**config.mk**
```make
export PLATFORM = sky130hd
export DESIGN_NAME = bus_cycle_tracker
export DESIGN_NICKNAME = d
export VERILOG_FILES = /design/src/rtl/bus_trk_pkg.sv /design/src/rtl/bus_trk_datapath.sv /design/src/rtl/bus_trk_control.sv /design/src/rtl/bus_cycle_tracker.sv
export SDC_FILE = /design/constraint.sdc
export NUM_CORES = 1
export LEC_CHECK = 0
export CORE_AREA = 2 2 39 41
export CTS_CLUSTER_SIZE = 8
export DETAILED_ROUTE_END_ITERATION = 8
export DIE_AREA = 0 0 41 43
export DONT_BUFFER_PORTS = 1
export SLEW_MARGIN = 20
export SYNTH_ARGS = -nofsm -noshare
export SYNTH_HDL_FRONTEND = slang
export SYNTH_SLANG_ARGS = --single-unit
```
**constraint.sdc**
```tcl
create_clock -name clk2 -period 1.27 [get_ports clk2]
set_input_delay 0.1905 -clock clk2 [delete_from_list [all_inputs] [get_ports clk2]]
set_output_delay 0.1905 -clock clk2 [all_outputs]
set_load 0.005 [all_outputs]
```
**src/rtl/bus_trk_pkg.sv**
```systemverilog
package bus_trk_pkg;

  typedef enum logic [2:0] {
    ST_IDLE = 3'd0,
    ST_T1   = 3'd1,
    ST_T2   = 3'd2,
    ST_T1P  = 3'd3,
    ST_T2P  = 3'd4
  } busState_e;

  // Strobes from the state machine to the datapath
  typedef struct packed {
    logic deLoad;   // update edge: load transceiver enable
    logic deNext;   // value of the enable for the coming state
  } ctlStrobes_t;

endpackage

```
**src/rtl/bus_trk_datapath.sv**
```systemverilog
module bus_trk_datapath
  import bus_trk_pkg::*;
#(
  parameter int SYNC_STAGES = 2
) (
  input  logic        clk2,
  input  logic        pwrGood,
  input  ctlStrobes_t strobes,
  output logic        resetOut,
  output logic        phaseEnd,
  output logic        dataDe
);

  localparam int LAST = SYNC_STAGES - 1;

  logic [LAST:0] syncQ;
  logic          phase;

  // Power-good synchronizer chain, stage 0 samples the raw input
  genvar g;
  generate
    for (g = 0; g <= LAST; g++) begin : g_sync
      if (g == 0) begin : g_first
        always_ff @(posedge clk2) syncQ[g] <= pwrGood;
      end else begin : g_next
        always_ff @(posedge clk2) syncQ[g] <= syncQ[g-1];
      end
    end
  endgenerate

  assign resetOut = ~syncQ[LAST];

  // Phase bit: cleared in reset, so the first edge after release is mid-clock
  always_ff @(posedge clk2) begin
    if (resetOut) phase <= 1'b0;
    else          phase <= ~phase;
  end

  assign phaseEnd = phase & ~resetOut;

  // Registered transceiver enable, loaded with the state on update edges
  always_ff @(posedge clk2) begin
    if (resetOut)            dataDe <= 1'b0;
    else if (strobes.deLoad) dataDe <= strobes.deNext;
  end

endmodule

```
**src/rtl/bus_trk_control.sv**
```systemverilog
module bus_trk_control
  import bus_trk_pkg::*;
(
  input  logic        clk2,
  input  logic        resetOut,
  input  logic        phaseEnd,
  input  logic        adsN,
  input  logic        naN,
  input  logic        readyN,
  output busState_e   curState,
  output ctlStrobes_t strobes
);

  busState_e nextState;
  logic      pipeReq;

  assign pipeReq = ~naN & ~adsN;

  always_comb begin
    nextState = curState;
    unique case (curState)
      ST_IDLE: nextState = adsN ? ST_IDLE : ST_T1;
      ST_T1:   nextState = ST_T2;
      ST_T2: begin
        if (!readyN)     nextState = adsN ? ST_IDLE : ST_T1P;
        else if (pipeReq) nextState = ST_T2P;
        else             nextState = ST_T2;
      end
      ST_T1P:  nextState = pipeReq ? ST_T2P : ST_T2;
      ST_T2P:  nextState = readyN ? ST_T2P : ST_T2;
      default: nextState = ST_IDLE;
    endcase
  end

  always_ff @(posedge clk2) begin
    if (resetOut)      curState <= ST_IDLE;
    else if (phaseEnd) curState <= nextState;
  end

  always_comb begin
    strobes.deLoad = phaseEnd;
    strobes.deNext = (nextState == ST_T2) || (nextState == ST_T2P);
  end

endmodule

```
**src/rtl/bus_cycle_tracker.sv**
```systemverilog
module bus_cycle_tracker
  import bus_trk_pkg::*;
#(
  parameter int SYNC_STAGES = 2
) (
  input  logic       clk2,
  input  logic       pwrGood,
  input  logic       adsN,
  input  logic       naN,
  input  logic       readyN,
  output logic       resetOut,
  output logic [2:0] busState,
  output logic       dataDe
);

  ctlStrobes_t strobes;
  busState_e   curState;
  logic        phaseEnd;

  bus_trk_datapath #(.SYNC_STAGES(SYNC_STAGES)) datapath_i (
    .clk2     (clk2),
    .pwrGood  (pwrGood),
    .strobes  (strobes),
    .resetOut (resetOut),
    .phaseEnd (phaseEnd),
    .dataDe   (dataDe)
  );

  bus_trk_control control_i (
    .clk2     (clk2),
    .resetOut (resetOut),
    .phaseEnd (phaseEnd),
    .adsN     (adsN),
    .naN      (naN),
    .readyN   (readyN),
    .curState (curState),
    .strobes  (strobes)
  );

  assign busState = curState;

endmodule

```
* Yosys cells after proc, flatten, opt, wreduce, memory -nomap -nowiden *
Index checks and enable logic that the tools add are counted.

word-level totals
  register bits = 7
  word-level logic and storage cells = 25

operators by class
  eq/ne operators = 6
  multiplexer cells = 6
  bitwise operators = 6
  reductions and logical operators = 2

operators with widths
  kind                number
  $pmux 3 s5          1
  $eq 3x2->1 const B  3
  $mux 3              3
  $eq 3x3->1 const B  2
  $not 1->1           4
  $eq 3x1->1 const B  1
  $logic_not 3->1     1
  $and 1x1->1         2
  $mux 2              1
  $logic_or 1x1->1    1
  $mux 1              1

* Logic depth before layout (Yosys ltp) *
Gate-level depths: netlist of the first run.

  depth after elaboration = 7
  mapped depth = 3
  depth with buffers taken out = 3

* Hierarchy *
From an unflattened synthesis of the first run, not the netlist that was laid out.

unflattened totals
  cells, all modules = 35
  area, all modules = 311.5 um^2

by module, submodules not included
  module            instances  cells each  area an instance (um^2)  seq. area each (um^2)
  bus_trk_control   1          26          203.9                    60.1
  bus_trk_datapath  1          9           107.6                    80.1

* Worst setup path after synthesis of the first run *
No wires, ideal clock.

  kind = flip-flop to flip-flop
  start point = register control_i.curState[0]
  end point = register control_i.curState[1]
  setup time = 74 ps
  arrival = 1162 ps
  setup slack = 34 ps
  cell stages (with the launch flop) = 4
  cells stage by stage = dfxtp_1 mux2_4 a211o_1 a31oi_1

between the ends
  word-level cells in the longest chain between the ends = 2
  elaborated cells on any way between the ends = 6
  classes of those cells = eq/ne (4); mux (1); reduce/logical (1)

RTL lines
  item                                      line                   text
  start, declared                           bus_trk_control.sv:10  output busState_e curState,
  start signal, assigned                    bus_trk_control.sv:37  else if (phaseEnd) curState <= nextState;
  $eq 3x3->1, or another cell as far along  bus_trk_control.sv:21  unique case (curState)
  $pmux 3 s5 *                              bus_trk_control.sv:21

Mark *: on every way between the ends. The rest lies on a longest branch, timed or not.
A chain may end at the register's enable or synchronous reset.

* Worst setup path after layout of the first run *
  start point = register control_i.curState[1]
  end point = register control_i.curState[1]

The elaborated chain is that of the path after synthesis.

==> impl_results.md, run 1 <==
* Setup CP Type: reg2reg
* CTS tree: built
* Worst Hold Class: in2reg
* Drt first pass iters at 4
* GP Congestion at ~0.7
* WL per Instance at 11.4 um
* Max frequency at around 860 MHz
* Finished Cell Area at 360 um2
* Hold Vio Cnt, Final at 0
* Maximum root-to-sink buffer count at 2
* Die Height at approximately 43 um
* Critical path arrival at 1340 ps
* Syn-to-layout area delta at 20.0%
* I/O pins at 10
* Final antenna-violating net count at 0
* Starting density of the core at 21.7%
* Clock sink count at 7
* First-pass GRT wire length at 862 um
* Commonest cells post-synth: dfxtp_1, o21ai_0, a31oi_1, nor2_1
* Vias per std cell at 4.85
* Tmin final at 1160 ps
* Prevailing post-synth register cell: dfxtp_1
* Post-synth EDFFs at 0
* N_diodes at 0
* Power Density at 1390 mW/mm2
* Layout fillers at 147
* Initial antenna violation count at 0
* Reg2reg path depth at 3
* # H-tree levels at 1
* Status: completed
* Synth top area share at 46.7%
* Std-Cell Rows at 14
* Final Util at 26.0%
* Worst Tran Pin Value at 273 ps
* Clock-pin slew on the worst setup and hold paths at 50 ps
* Final net count at 44
* R2R Setup Slk at 110 ps
* Count of cell types in the netlist at 18
* Worst vdd ir at about 0.5 mV
* Final-report setup violation count at 0
* GRT Util Overall at 8.06%
* Synth area leader: dfxtp_1
* Yosys warns at 0
* CTS Buf Count at 3
* Post-Route WL at 615 um
* TNS Setup at 0 ps
* Starting DRC count in detailed routing at 7
* CP Capture Type: flop
* Flop and latch count out of synthesis at 7
* DIE AREA at 0.00176 mm2
* Via Count at 262
* Final Max Slew Viols at 0
* Area contributors post-synth: dfxtp_1, o21ai_0, a31oi_1
* Pin count of the biggest net entering global routing at 10
* Clock latency on the worst-skew pair at 250 ps
* Seq/Total Area, Yosys at 46.7%
* Die W at 41 um
* Most frequent cell after synthesis: dfxtp_1
* RSZ-0062 raised after global routing: no
* Port bufs at 0
* Hold depth at 2
* CTS root buffer: clkbuf_4
* Total congestion overflow at 0
* Syn Area/Cell at 9.10 um2
* Max-cap violation count at 0
* Syn Nets at 38
* Drt drc at 0
* Worst Setup Start Kind: flop
* DP Area at 324 um2
* Mapped Area at about 300 um2
* Postcts setup bufs at 0
* Vias in the first global route at 209
* Layout cells sized above 1 at 15.8%
* Post-synthesis cell count at 33
* Core Box Area at 0.00138 mm2
* Rel. slew slack at about four fifths
* FFs w/ async S/R, synth at 0%
* Crit-path max FO at 8
* Final Skew at roughly 2.0 ps
* Fin crit share at 91.5%
* P_leak at 0.127 nW
* CP Data Required Time at 1450 ps
layout by cell type, fill, tap and decap left out, drive strengths merged, types with 2 or more instances in the layout:
master | netlist | final
dfxtp | 7 | 7
o21ai | 4 | 4
clkbuf | 1 | 4
nor2 | 3 | 3
a31oi | 3 | 3
nand3b | 2 | 2
a21oi | 2 | 2
worst paths after layout:
kind,to,startpoint
worst max-delay path,control_i.curState[1]$_SDFFE_PN0P_,control_i.curState[1]$_SDFFE_PN0P_
worst min-delay path,control_i.curState[2]$_SDFFE_PN0P_,readyN
worst max register to register,control_i.curState[1]$_SDFFE_PN0P_,control_i.curState[1]$_SDFFE_PN0P_
worst min register to register,datapath_i.syncQ[1]$_DFF_P_,datapath_i.syncQ[0]$_DFF_P_
layer usage:
layer | vias up | global-route usage [%] | routed length [um] | part of all wire (%)
li1 | 130 | - | - | -
met3 | 2 | 8.90 | 95 | 15
met2 | 16 | 9.38 | 269 | 44
met1 | 114 | 8.77 | 243 | 40
met5 | - | 0 | 0 | 0
met4 | 0 | 4.00 | 8 | 1.3
report_power, final:
part           total [mW]  internal (mW)  switching, mW
Sequential          0.255          0.235         0.0200
Combinational      0.0474         0.0276         0.0198
Clock               0.198          0.120         0.0781
Total               0.500          0.382          0.118
repair_timing:
item | CTS | global route
hold endpoints to repair | 1 | 0
gates resized for setup | 0 | 0
hold buffers | 1 | 0
kinds of logic (layout without fill, tap and decap cells):
family | count (synthesis) | count (layout) | synth area share, %
AO/OA/AOI/OAI | 12 | 12 | 24.2
buffers and inverters | 2 | 7 | 2.50
flip-flops | 7 | 7 | 46.7
multiplexers | 1 | 1 | 5.00
AND/OR/NAND/NOR | 11 | 11 | 21.7
registers in the layout (all words and copies together), names as in the netlist:
register / count
datapath_i.syncQ: 2
datapath_i.dataDe: 1
control_i.curState: 3
datapath_i.phase: 1
metrics by stage:
| step | worst slack [ps] | power, mW | instances | hold WS, ps |
|---|---|---|---|---|
| 6_report | 108 | 0.500 | 54 | 133 |
| 5_1_grt | 53.7 | 0.538 | 54 | 133 |
| 4_1_cts | 105 | 0.514 | 54 | 122 |
| 3_5_place_dp | 116 | 0.305 | 49 | 218 |
| 3_3_place_gp | 123 | 0.305 | 49 | 218 |
| 2_1_floorplan | 33.7 | 0.293 | 33 | 218 |
critical path, cell delays in order, from the launching register on:
cell and delay, ps:
dfxtp_1 380, mux2_4 280, a211o_1 290, a31oi_1 140
cell type report:
class | instances | area [um2] | share of cell area (%)
clock buffers | 4 | 26.3 | 7.29
inverters | 1 | 3.75 | 1.04
flip-flops and latches | 7 | 140 | 38.9
repair buffers | 2 | 17.5 | 4.86
well taps | 16 | 20.0 | 5.56
multi-input cells | 24 | 153 | 42.4
(Power assumes the default switching activity.)
==> inputs of run 2 (changes only) <==
--- a/constraint.sdc
+++ b/constraint.sdc
@@ -3,2 +3,2 @@
 set_output_delay 0.1905 -clock clk2 [all_outputs]
-set_load 0.005 [all_outputs]
+set_load 0.01 [all_outputs]
==> run 2 against run 1 <==
- fmax grew 0.29%
- design area increased by 2.4%
- combinational power rose by 15%
- total power grew 3.1%
- critical path type unchanged
==> impl_results.md, run 2 (synthesized netlist as in run 1, its figures left out) <==
* Initial antenna violation count at 0 (unchanged)
* Pin count of the biggest net entering global routing at 10 (unchanged)
* DIE AREA at 0.00176 mm2 (unchanged)
* Clock latency on the worst-skew pair at 250 ps (about the same)
* Multi-input logic area at 153 um2 (unchanged)
* Postcts setup bufs at 0 (unchanged)
* DP HPWL at 446 um
* CTS root buffer: clkbuf_4
* Tot Pwr at 0.516 mW (+3.1%)
* Crit path cell chain: mux2_4, a211o_1, a31oi_1
* Critical path arrival at 1340 ps (about the same)
* Crit path largest cell delay at 360 ps (-20 ps)
* N_diodes at 0 (unchanged)
* Layout Cells excl Fill at 55 (+1.9%)
* P_leak at 0.133 nW (+4.5%)
* Max-cap violation count at 0 (unchanged)
* Layout fillers at 161 (+9.5%)
* RSZ-0062 raised after global routing: no
* Worst Path Buf+Inv at 0 (unchanged)
* GP Congestion at 0.730 (+2.9%)
* Final Max Slew Viols at 0 (unchanged)
* First-pass GRT wire length at 1030 um (+19%)
* Vias in the first global route at 251 (+20%)
* Rel. slew slack at 78.0% (-3.7 points)
* Worst Hold Class: in2reg
* CTS Hold Bufs at 1 (unchanged)
* Top delay family on crit path: compound AO/OA/AOI/OAI gates
* CP Capture Type: flop
* Die Height at 43 um (unchanged)
* Commonest cells after routing, fill and taps aside: dfxtp_1, o21ai_0, nor2_1, a31oi_1, clkbuf_4
* Via Count at 278 (+6.1%)
* # H-tree levels at 1 (unchanged)
* Biggest regs: control_i.curState (3), datapath_i.syncQ (2)
* Drt drc at 0 (unchanged)
* Vias per std cell at 5.05 (+4.2%)
* Core Box Area at 0.00138 mm2 (unchanged)
* Fin crit share at 91.2% (-0.26 points)
* Post-Route WL at 644 um (+4.7%)
* WL per Instance at 11.7 um (+2.8%)
* Clock-pin slew on the worst setup and hold paths at 50 ps (about the same)
* Std-Cell Rows at 14 (unchanged)
* Clock sink count at 7 (unchanged)
* Largest register by flop count: control_i.curState
* Final net count at 45 (+2.3%)
* Worst vdd ir at 0.489 mV (-1.7%)
* Worst Setup Start Kind: flop
* TNS Setup at 0 ps (unchanged)
* Syn-to-layout area delta at 22.9%
* Starting density of the core at 21.7% (unchanged)
* Max frequency at 863 MHz (+0.29%)
* Maximum root-to-sink buffer count at 2 (unchanged)
* CP Data Required Time at 1450 ps (about the same)
* Port bufs at 0 (unchanged)
* Reg area at 141 um2 (+0.89%)
* CTS tree: built
* GRT Util Overall at 8.95% (+0.90 points)
* Final-report setup violation count at 0 (unchanged)
* DP Area at 333 um2 (+2.7%)
* Die W at 41 um (unchanged)
* Slowest cell on crit path: dfxtp_1
* Largest register FFs at 3 (unchanged)
* Hold Vio Cnt, Final at 0 (unchanged)
* CTS resizes at 0 (unchanged)
* Starting DRC count in detailed routing at 10 (+3)
* Finished Cell Area at 369 um2 (+2.4%)
* Layout cells sized above 1 at 20.5% (+4.7 points)
* CTS Buf Count at 3 (unchanged)
* Final Skew at 1.66 ps (-0.334 ps)
* Power Density at 1400 mW/mm2 (+0.66%)
* I/O pins at 10 (unchanged)
* Total congestion overflow at 0 (unchanged)
* Status: completed
* Setup CP Type: reg2reg
* Drt first pass iters at 4 (unchanged)
* Tmin final at 1160 ps (-3.36 ps)
* Commonest non-fill, non-tap cell in the layout: dfxtp_1
* Worst Tran Pin Value at 329 ps (+55.5 ps)
* Final antenna-violating net count at 0 (unchanged)
* Crit-path max FO at 8 (unchanged)
* WHS at 124 ps (-9.46 ps)
* Placed Cells at 50 (+2.0%)
==> run 2: changes by cell type in the layout (fill, tap and decap cells not counted), sizes merged <==
cell  previous run  this run
buf              1         2
==> run 2: metrics by stage <==
stage               util (%)  setup slack (ps)
detailed placement      24.1               137
finish                  26.7               112
CTS                     26.7               110
global route            26.7              23.0
global placement        24.1               139
floorplan                  -              86.0
==> run 2: path summary, 6_finish.rpt <==
path | from | end | slack (ps) | cells after the start
max | control_i.curState[1]$_SDFFE_PN0P_ | control_i.curState[1]$_SDFFE_PN0P_ | 110 | 3
min | readyN | control_i.curState[2]$_SDFFE_PN0P_ | 120 | 2
max reg2reg | control_i.curState[1]$_SDFFE_PN0P_ | control_i.curState[1]$_SDFFE_PN0P_ | 110 | 3
min reg2reg | datapath_i.syncQ[0]$_DFF_P_ | datapath_i.syncQ[1]$_DFF_P_ | 330 | 0
==> run 2: cell type report <==
type / count / area share (%)
multi-input combinational: 24 / 41.4
sequential: 7 / 38.3
clock buffer: 4 / 7.12
timing repair buffer: 3 / 6.78
tap: 16 / 5.42
inverter: 1 / 1.02
==> run 2: power by group <==
group	leakage, nW	internal [mW]	total (mW)	switching (mW)
Sequential	0.0586	0.235	0.257	0.0212
Clock	0.0150	0.120	0.205	0.0849
Combinational	0.0593	0.0305	0.0545	0.0240
Total	0.133	0.386	0.516	0.130
==> run 2: metal layers <==
layer,up-vias,global-route usage (%),share of wire (%)
li1,134,-,-
met1,132,10.0,39
met2,12,12.2,51
met3,0,3.66,9.9
met4,0,8.00,0
met5,-,0,0
